--- src/rtl/txq_pkg.sv ---
package txq_pkg;
  localparam int unsigned WORD_W = 31;
  localparam int unsigned BUS_W  = 16;
  localparam int unsigned LO_W   = 16;
  localparam int unsigned HI_W   = WORD_W - LO_W;
  typedef logic [WORD_W-1:0] word_t;
  typedef logic [LO_W-1:0]   lo_t;
endpackage

--- src/rtl/txq_rst_sync.sv ---
module txq_rst_sync (
  input  logic clk,
  input  logic rst_n,
  output logic rst_ni
);
  logic [1:0] sync_q;

  always_ff @(posedge clk or negedge rst_n) begin
    if (!rst_n) sync_q <= 2'b00;
    else        sync_q <= {sync_q[0], 1'b1};
  end

  assign rst_ni = sync_q[1];
endmodule

--- src/rtl/txq_assembler.sv ---
module txq_assembler
  import txq_pkg::*;
(
  input  logic             clk,
  input  logic             rst_ni,
  input  logic [BUS_W-1:0] bus_data,
  input  logic             load_lo,
  input  logic             load_hi,
  output logic             armed,
  output logic             commit,
  output word_t            commit_word
);
  lo_t  lo_q, lo_d;
  logic lo_en;
  logic armed_q, armed_d;

  // load_hi consumes the half held before this cycle; load_lo then re-arms
  always_comb begin
    armed_d = armed_q;
    lo_d    = bus_data[LO_W-1:0];
    lo_en   = load_lo;
    if (load_hi) armed_d = 1'b0;
    if (load_lo) armed_d = 1'b1;
  end

  assign commit      = load_hi && armed_q;
  assign commit_word = {bus_data[HI_W-1:0], lo_q};
  assign armed       = armed_q;

  always_ff @(posedge clk or negedge rst_ni) begin
    if (!rst_ni) armed_q <= 1'b0;
    else         armed_q <= armed_d;
  end

  always_ff @(posedge clk) begin
    if (lo_en) lo_q <= lo_d;
  end
endmodule

--- src/rtl/txq_store.sv ---
module txq_store
  import txq_pkg::*;
#(
  parameter int unsigned DEPTH = 8
) (
  input  logic                       clk,
  input  logic                       rst_ni,
  input  logic                       wr_req,
  input  word_t                      wr_word,
  input  logic                       rd_req,
  output logic                       wr_accept,
  output logic                       rd_fire,
  output word_t                      head_word,
  output logic [$clog2(DEPTH+1)-1:0] occ,
  output logic                       full,
  output logic                       empty
);
  localparam int unsigned PTR_W = (DEPTH > 1) ? $clog2(DEPTH) : 1;
  localparam int unsigned OCC_W = $clog2(DEPTH + 1);
  localparam logic [PTR_W-1:0] LAST = PTR_W'(DEPTH - 1);

  word_t             slot_q [DEPTH];
  logic [PTR_W-1:0]  wr_ptr_q, wr_ptr_d, rd_ptr_q, rd_ptr_d;
  logic [OCC_W-1:0]  occ_q, occ_d;

  assign full      = (occ_q == OCC_W'(DEPTH));
  assign empty     = (occ_q == '0);
  assign rd_fire   = rd_req && !empty;
  assign wr_accept = wr_req && (!full || rd_fire);
  assign head_word = slot_q[rd_ptr_q];
  assign occ       = occ_q;

  always_comb begin
    wr_ptr_d = wr_ptr_q;
    rd_ptr_d = rd_ptr_q;
    occ_d    = occ_q;
    if (wr_accept) wr_ptr_d = (wr_ptr_q == LAST) ? '0 : wr_ptr_q + 1'b1;
    if (rd_fire)   rd_ptr_d = (rd_ptr_q == LAST) ? '0 : rd_ptr_q + 1'b1;
    if (wr_accept && !rd_fire) occ_d = occ_q + 1'b1;
    if (!wr_accept && rd_fire) occ_d = occ_q - 1'b1;
  end

  always_ff @(posedge clk or negedge rst_ni) begin
    if (!rst_ni) begin
      wr_ptr_q <= '0;
      rd_ptr_q <= '0;
      occ_q    <= '0;
    end else begin
      wr_ptr_q <= wr_ptr_d;
      rd_ptr_q <= rd_ptr_d;
      occ_q    <= occ_d;
    end
  end

  for (genvar g = 0; g < DEPTH; g++) begin : g_slot
    logic slot_en;
    assign slot_en = wr_accept && (wr_ptr_q == PTR_W'(g));
    always_ff @(posedge clk) begin
      if (slot_en) slot_q[g] <= wr_word;
    end
  end
endmodule

--- src/rtl/txq_word_counter.sv ---
module txq_word_counter #(
  parameter int unsigned DEPTH = 8
) (
  input  logic clk,
  input  logic rst_ni,
  input  logic inc,
  input  logic sent,
  output logic idle
);
  localparam int unsigned CNT_W = $clog2(DEPTH + 1) + 2;
  localparam logic [CNT_W-1:0] CNT_MAX = '1;

  logic [CNT_W-1:0] cnt_q, cnt_d;
  logic             up, down;

  always_comb begin
    up    = inc && (cnt_q != CNT_MAX);
    down  = sent && (cnt_q != '0);
    cnt_d = cnt_q;
    if (up && !down) cnt_d = cnt_q + 1'b1;
    if (!up && down) cnt_d = cnt_q - 1'b1;
  end

  always_ff @(posedge clk or negedge rst_ni) begin
    if (!rst_ni) cnt_q <= '0;
    else         cnt_q <= cnt_d;
  end

  assign idle = (cnt_q == '0);
endmodule

--- src/rtl/tx_word_queue.sv ---
module tx_word_queue
  import txq_pkg::*;
#(
  parameter int unsigned DEPTH = 8
) (
  input  logic              clk,
  input  logic              rst_n,
  input  logic [BUS_W-1:0]  bus_data,
  input  logic              load_lo,
  input  logic              load_hi,
  input  logic              pop_take,
  input  logic              word_sent,
  output logic              pop_valid,
  output logic [WORD_W-1:0] pop_data,
  output logic              q_full,
  output logic              tx_ready
);
  localparam int unsigned OCC_W = $clog2(DEPTH + 1);

  logic             rst_ni;
  logic             armed, commit, wr_accept, rd_fire, empty;
  word_t            commit_word, head_word;
  logic [OCC_W-1:0] occ;

  txq_rst_sync u_rst (.clk(clk), .rst_n(rst_n), .rst_ni(rst_ni));

  txq_assembler u_asm (
    .clk(clk), .rst_ni(rst_ni), .bus_data(bus_data),
    .load_lo(load_lo), .load_hi(load_hi), .armed(armed),
    .commit(commit), .commit_word(commit_word)
  );

  txq_store #(.DEPTH(DEPTH)) u_store (
    .clk(clk), .rst_ni(rst_ni), .wr_req(commit), .wr_word(commit_word),
    .rd_req(pop_take), .wr_accept(wr_accept), .rd_fire(rd_fire),
    .head_word(head_word), .occ(occ), .full(q_full), .empty(empty)
  );

  txq_word_counter #(.DEPTH(DEPTH)) u_cnt (
    .clk(clk), .rst_ni(rst_ni), .inc(wr_accept), .sent(word_sent),
    .idle(tx_ready)
  );

  assign pop_valid = !empty;
  assign pop_data  = head_word;
endmodule

--- config.mk ---
export PLATFORM = sky130hd
export DESIGN_NAME = tx_word_queue
export DESIGN_NICKNAME = d
export VERILOG_FILES = /design/src/rtl/txq_pkg.sv /design/src/rtl/txq_rst_sync.sv /design/src/rtl/txq_assembler.sv /design/src/rtl/txq_store.sv /design/src/rtl/txq_word_counter.sv /design/src/rtl/tx_word_queue.sv
export SDC_FILE = /design/constraint.sdc
export NUM_CORES = 1
export LEC_CHECK = 0
export BUFFER_PORTS_ARGS = -buffer_cell sky130_fd_sc_hd__buf_2
export CORE_UTILIZATION = 63
export CTS_BUF_LIST = sky130_fd_sc_hd__clkbuf_8
export DETAILED_ROUTE_END_ITERATION = 12
export PLACE_DENSITY = 0.82
export SLEW_MARGIN = 20
export SYNTH_ARGS = -nofsm -noshare
export SYNTH_HDL_FRONTEND = slang
export SYNTH_SLANG_ARGS = --single-unit
--- constraint.sdc ---
create_clock -name clk -period 2.55 [get_ports clk]
set_input_delay 0.51 -clock clk [delete_from_list [all_inputs] [get_ports clk]]
set_output_delay 0.51 -clock clk [all_outputs]
set_load 0.02 [all_outputs]
* Word level (Yosys, flattened, before mapping)
Memories as Yosys holds them, arrays and structs flattened.
Index checks and enable logic that the tools add are counted.
** Storage, ports and cells
- Memories :: 1
- Output and inout bits :: 34
- Bits in registers :: 35
- RAM bits :: 248
** Memories
- u_store.slot_q :: words 8, bits a word 31, rd ports 1, clocked after Yosys merged registers in 0, write ports 1, line txq_store.sv:22 : word_t slot_q [DEPTH];
** Cells by class
- Multiplexer cells :: 45
- Add/subtract/negate cells :: 6
- Reduce and logical (&&, ||, !) cells :: 38
- Equality and inequality tests :: 10
** Operator list (count)
- $mux 31 :: 7
- $reduce_or 31->1 :: 7
- $mux 3 :: 9
- $mux 1 :: 25
- $logic_and 1x1->1 :: 17
- $eq 3x3->1 const B :: 5
- $mux 6 :: 2
- $mux 4 :: 2
- $add 3x1->3 const B :: 2
- $add 6x1->6 const B :: 1
- $eq 3x2->1 const B :: 2
- $logic_not 1->1 :: 6
- $logic_not 6->1 :: 1
- $ne 6x6->1 const B :: 1
- $reduce_bool 2->1 :: 3
- $reduce_bool 6->1 :: 1
- $sub 6x1->6 const B :: 1
- $add 4x1->4 const B :: 1
- $eq 4x4->1 const B :: 1
- $logic_not 4->1 :: 1
- $sub 4x1->4 const B :: 1
- $eq 3x1->1 const B :: 1
- $logic_not 3->1 :: 1
- $logic_or 1x1->1 :: 1

* Longest topological paths before layout
- Depth in word-level cells :: 16
- Gate-level depth with buffers :: 11
- Depth with buffers taken out :: 9

* Modules after synthesis
From an unflattened synthesis, not the netlist that was laid out.
** Unflattened totals
- Cells, all modules :: 526
- Area, all modules :: 11451.0 sq um
** By module, submodules not included
- txq_store :: area an instance 10258.6 sq um, sequential area each 7697.4 sq um, instances 1, cells each 435
- txq_assembler :: area an instance 636.9 sq um, sequential area each 505.5 sq um, instances 1, cells each 35
- txq_word_counter :: area an instance 498.0 sq um, sequential area each 150.1 sq um, instances 1, cells each 52
- txq_rst_sync :: area an instance 53.8 sq um, sequential area each 50.0 sq um, instances 1, cells each 3
- tx_word_queue :: area an instance 3.8 sq um, sequential area each 0.0 sq um, instances 1, cells each 1

* Least setup slack after synthesis
No wires, ideal clock.
- Path type :: register -> register
- Start :: register u_cnt.cnt_q[3]
- End :: register u_cnt.cnt_q[4]
- Required time :: 2412 ps
- Arrival :: 2769 ps
- Library setup time :: 138 ps
- Path slack :: -356 ps
- Cell stages (with the launch flop) :: 10
- Clock period less this slack :: 2906 ps
- Path through :: dfrtp_1 or4_1 nor3_1 nor2b_1 ha_1 fa_1 a21o_1 a21oi_1 xor2_1 o21ai_0
** On the way
- Word-level cells in the longest chain between the ends :: 5
- Elaborated cells on any way between the ends :: 13
** Ends and longest elaborated chain
- start, declared :: line txq_word_counter.sv:13 : logic [CNT_W-1:0] cnt_q, cnt_d;
- start signal, assigned :: line txq_word_counter.sv:26 : else cnt_q <= cnt_d;
- branches (longest 5 deep; another with $add 6x1->6)
Several ways; the timed one is not identified. The select of a mux whose other input is x is not followed.
A chain may end at the register's enable or synchronous reset.

* Final worst setup path
- Start :: register u_store.rd_ptr_q[0]
- End :: output port pop_data[11]
** On the way
- Word-level cells in the longest chain between the ends :: 1
** Ends and longest elaborated chain
- start, declared :: line txq_store.sv:23 : logic [PTR_W-1:0] wr_ptr_q, wr_ptr_d, rd_ptr_q, rd_ptr_d;
- start signal, assigned :: line txq_store.sv:50 : rd_ptr_q <= rd_ptr_d;
- $mem_v2 8x31
- end, declared :: line tx_word_queue.sv:14 : output logic [WORD_W-1:0] pop_data,
Every way passes these cells.

==> impl_results.md <==
- CP peak stage delay: roughly 0.53 ns
- Drt pass-1 iters: 7
- Worst Setup Path Type: flip-flop to output pin
- Run status: finished, violations left
- IO Pins: 56
- Worst setup SP type: flip-flop
- Synthesis warning total: 0
- Area growth from synthesis to layout: 18.32%
- Final hold vios: 0
- Cts bufs inserted: 43
- H-tree level count: 2
- Die H: 135.6 µm
- Final Core Density: 0.7662
- Pre-CTS WS: -0.08406 ns
- Gr ovfl total: 0
- Layout cell share with drive strength beyond 1: 0.3904
- Filler cells: 874
- Detailed-route wire length per cell: about 25 µm
- Final Cycle Share: 1.100
- DP HPWL: approximately 12000 µm
- Final setup fails: 31
- CP endpoint kind: output pin
- Detailed route wirelength on metal3: roughly 1600 µm
- Largest net degree at the start of global routing: between 60 and 70
- Vias: between 5000 and 6000
- Flops & latches, synth: ~280
- Pleak: roughly 4.7 nW
- Worst Path Max Fanout: 8
- Worst EP required: approximately 2.0 ns
- Clock latency on the worst-skew pair: ~0.53 ns
- Failing checks: negative setup slack
- Synth Cell Area: 0.01124 mm²
- Routed Wire Length: around 23000 µm
- Core area: between 0.015 and 0.02 mm²
- Crit path cell chain: buf_12 > buf_16 > mux4_2 > mux2_4 > buf_6
- Mapped Cells: between 500 and 600
- Maximum root-to-sink buffer count: 3
- Crit-path slowest cell: mux4_2
- CTS tree: done
- DR iter-0 viols: ~430
- Most common cell after layout, fill and taps aside: edfxtp_1
- Post-DR vias/cell: between 6 and 7
- Max-Cap Viols: 0
- Sequential area share after synthesis: 0.7476
- Vias in the first global route: around 6000
- Worst slew pin tran: around 0.74 ns
- Port Buffer Count: 55
- Setup TNS: -5.896 ns
- Sum of routed wire segments on met1: just under 9000 µm
- PD cells: ~1100 mW/mm²
- Initial Util: 0.6476
- CP Data Arrival Time: 2.30 ns
- RSZ-0062 raised after global routing: true
- Worst clock skew: between 0.02 and 0.025 ns
- Max VDD drop: 0.8474 mV
- HP Class: input pin to flip-flop
- Antenna cells: 0
- Top Metal Used: met5
- Synth Area per Inst: 21.95 µm²
- Clock Tree Root: clkbuf_8
- Post-layout nets: between 600 and 700
- Antenna violations before repair: 1
- First-pass GRT wire length: between 30000 and 40000 µm
- Die area: about 0.018 mm²
- DR DRC count: 0
- Worst-path clk slew: about 0.06 ns
- Leading cell types in the layout, fill and taps excluded: edfxtp_1, mux4_2, clkbuf_8
- Syn Nets: about 550
- Metal2 WL: 11680 µm
- Fmax: about 360 MHz
- Die W: 135.6 µm
- Distinct cells, synth: 42
- Slew Limit Fails: 0
- GPL Wtd Cong: approximately 0.77
- FP Rows: 48
- # clock sinks: 283
- GRT Util Overall: 0.2595
- Crit path time final: roughly 2.8 ns
- Rel. slew slack: 0.5051
- Final worst slack: -0.2561 ns
- DRT antenna net count: 0
## flip-flops by register name (all words and copies together) (netlist names)
| register | cells |
|---|---|
| u_rst.sync_q | 2 |
| u_store.rd_ptr_q | 3 |
| u_asm.lo_q | 16 |
| u_store.wr_ptr_q | 3 |
| u_cnt.cnt_q | 6 |
| u_store.occ | 4 |
| u_store.slot_q | 248 |
| u_asm.armed | 1 |
## where the power goes
| part | leakage, nW | switching (W) | internal, W | total (W) |
|---|---|---|---|---|
| clock | 0.438 | 0.00163 | 0.00167 | 0.00331 |
| combinational | 1.64 | 0.00279 | 0.00320 | 0.00599 |
| sequential | 2.62 | 0.000320 | 0.00566 | 0.00598 |
## logic make-up after synthesis
logic type                 Yosys count  synth area share
DFF                                283            0.7476
muxes                               96            0.1703
and+or+nand+nor                     44           0.02171
AOI/OAI and AO/OA                   32           0.01848
buffers and inverters               32           0.01581
adders and majority gates           17           0.02026
xor gates and xnor gates             7          0.005455
other                                1         0.0003336
## cell type report
type	instances	area (µm²)	area share
clock buffers	43	591.8	0.04450
clock inverters	34	163.9	0.01232
inverters	10	37.54	0.002822
multi-input cells	197	2758	0.2074
flip-flops and latches	283	8411	0.6324
well taps	225	281.5	0.02117
repair buffers	99	1056	0.07941
## metrics by stage
step,std cells,power (W),cell area (µm²),hold slack [ns]
floorplan,512,0.009262,11290,0.2132
global placement,797,0.01041,12050,0.2973
detailed placement,797,0.01058,12050,0.3001
CTS,887,0.01512,13220,0.1325
global route,891,0.01594,13300,0.1400
finish,891,0.01527,13300,0.1609
## cell usage after synthesis
| master | number | area [µm²] |
|---|---|---|
| xnor2_1 | 5 | 43.79 |
| a211o_1 | 1 | 8.760 |
| edfxtp_1 | 264 | 7928 |
| mux2_2 | 34 | 382.9 |
| nor2_1 | 5 | 18.77 |
| nand3b_1 | 1 | 7.510 |
| clkbuf_1 | 5 | 18.77 |
| nand2_4 | 1 | 11.26 |
| o21ai_2 | 1 | 8.760 |
| ha_1 | 15 | 187.7 |
| buf_1 | 6 | 22.52 |
| nand4_1 | 1 | 6.260 |
| or3_1 | 1 | 6.260 |
| nor3_2 | 1 | 10.01 |
| inv_1 | 10 | 37.54 |
| and2_1 | 3 | 18.77 |
| buf_2 | 4 | 20.02 |
| mux4_2 | 26 | 585.6 |
| conb_1 | 1 | 3.750 |
| fa_1 | 2 | 40.04 |
| o21ai_0 | 12 | 60.06 |
| dfrtp_1 | 19 | 475.5 |
| or4_1 | 3 | 22.52 |
| a21o_1 | 4 | 30.03 |
| a211oi_1 | 2 | 15.01 |
| nor2b_1 | 1 | 6.260 |
| o221ai_1 | 2 | 17.52 |
| and3_1 | 6 | 37.54 |
| o311a_1 | 1 | 10.01 |
| nor3_1 | 4 | 20.02 |
| a31oi_1 | 3 | 18.77 |
| a21oi_1 | 4 | 20.02 |
| buf_6 | 7 | 78.83 |
| xor2_1 | 2 | 17.52 |
| nand2_2 | 1 | 6.260 |
| o211ai_1 | 1 | 7.510 |
| nand3_1 | 4 | 20.02 |
| mux4_1 | 36 | 945.9 |
| nor4b_1 | 1 | 8.760 |
| nand2_1 | 10 | 37.54 |
| o41a_1 | 1 | 11.26 |
| and2_0 | 1 | 6.260 |
## what timing repair did
action,CTS,global route
hold buffers,1,0
gates cloned,5,0
hold endpoints to repair,2,0
resized for setup,107,20
pin swaps,1,5
endpoints found under the setup margin,34,35
setup buffers,7,4
## routing by layer
metal  global-route usage  vias to the layer above
met1               0.3360                     2850
met2               0.4359                      293
met4               0.1036                        2
li1                     -                     2376
met5                    0                        -
met3              0.05125                       47
## worst max-delay path: cells and delay by family (launching register included)
kind,cells,cell delay (ns)
buffers and inverters,3,0.44
flip-flops,1,0.49
multiplexers,2,0.83
## final timing paths
check                                                startpoint                              end  slack [ns]  cells past startpoint
worst max-delay path            u_store.rd_ptr_q[0]$_DFFE_PN0P_                     pop_data[11]       -0.26                      5
worst min-delay path                               bus_data[15]         u_asm.lo_q[15]$_DFFE_PP_        0.16                      1
worst max register to register       u_store.occ[0]$_DFFE_PN0P_       u_store.occ[3]$_DFFE_PN0P_        0.03                      8
worst min register to register        u_rst.sync_q[1]$_DFF_PN0_       u_cnt.cnt_q[0]$_DFFE_PN0P_        0.31                      0
max in group asynchronous             u_rst.sync_q[1]$_DFF_PN0_  u_store.rd_ptr_q[0]$_DFFE_PN0P_        1.70                      0
min in group asynchronous                                 rst_n        u_rst.sync_q[0]$_DFF_PN0_        0.28                      2
Note: power is estimated with default switching activity, not from simulation.
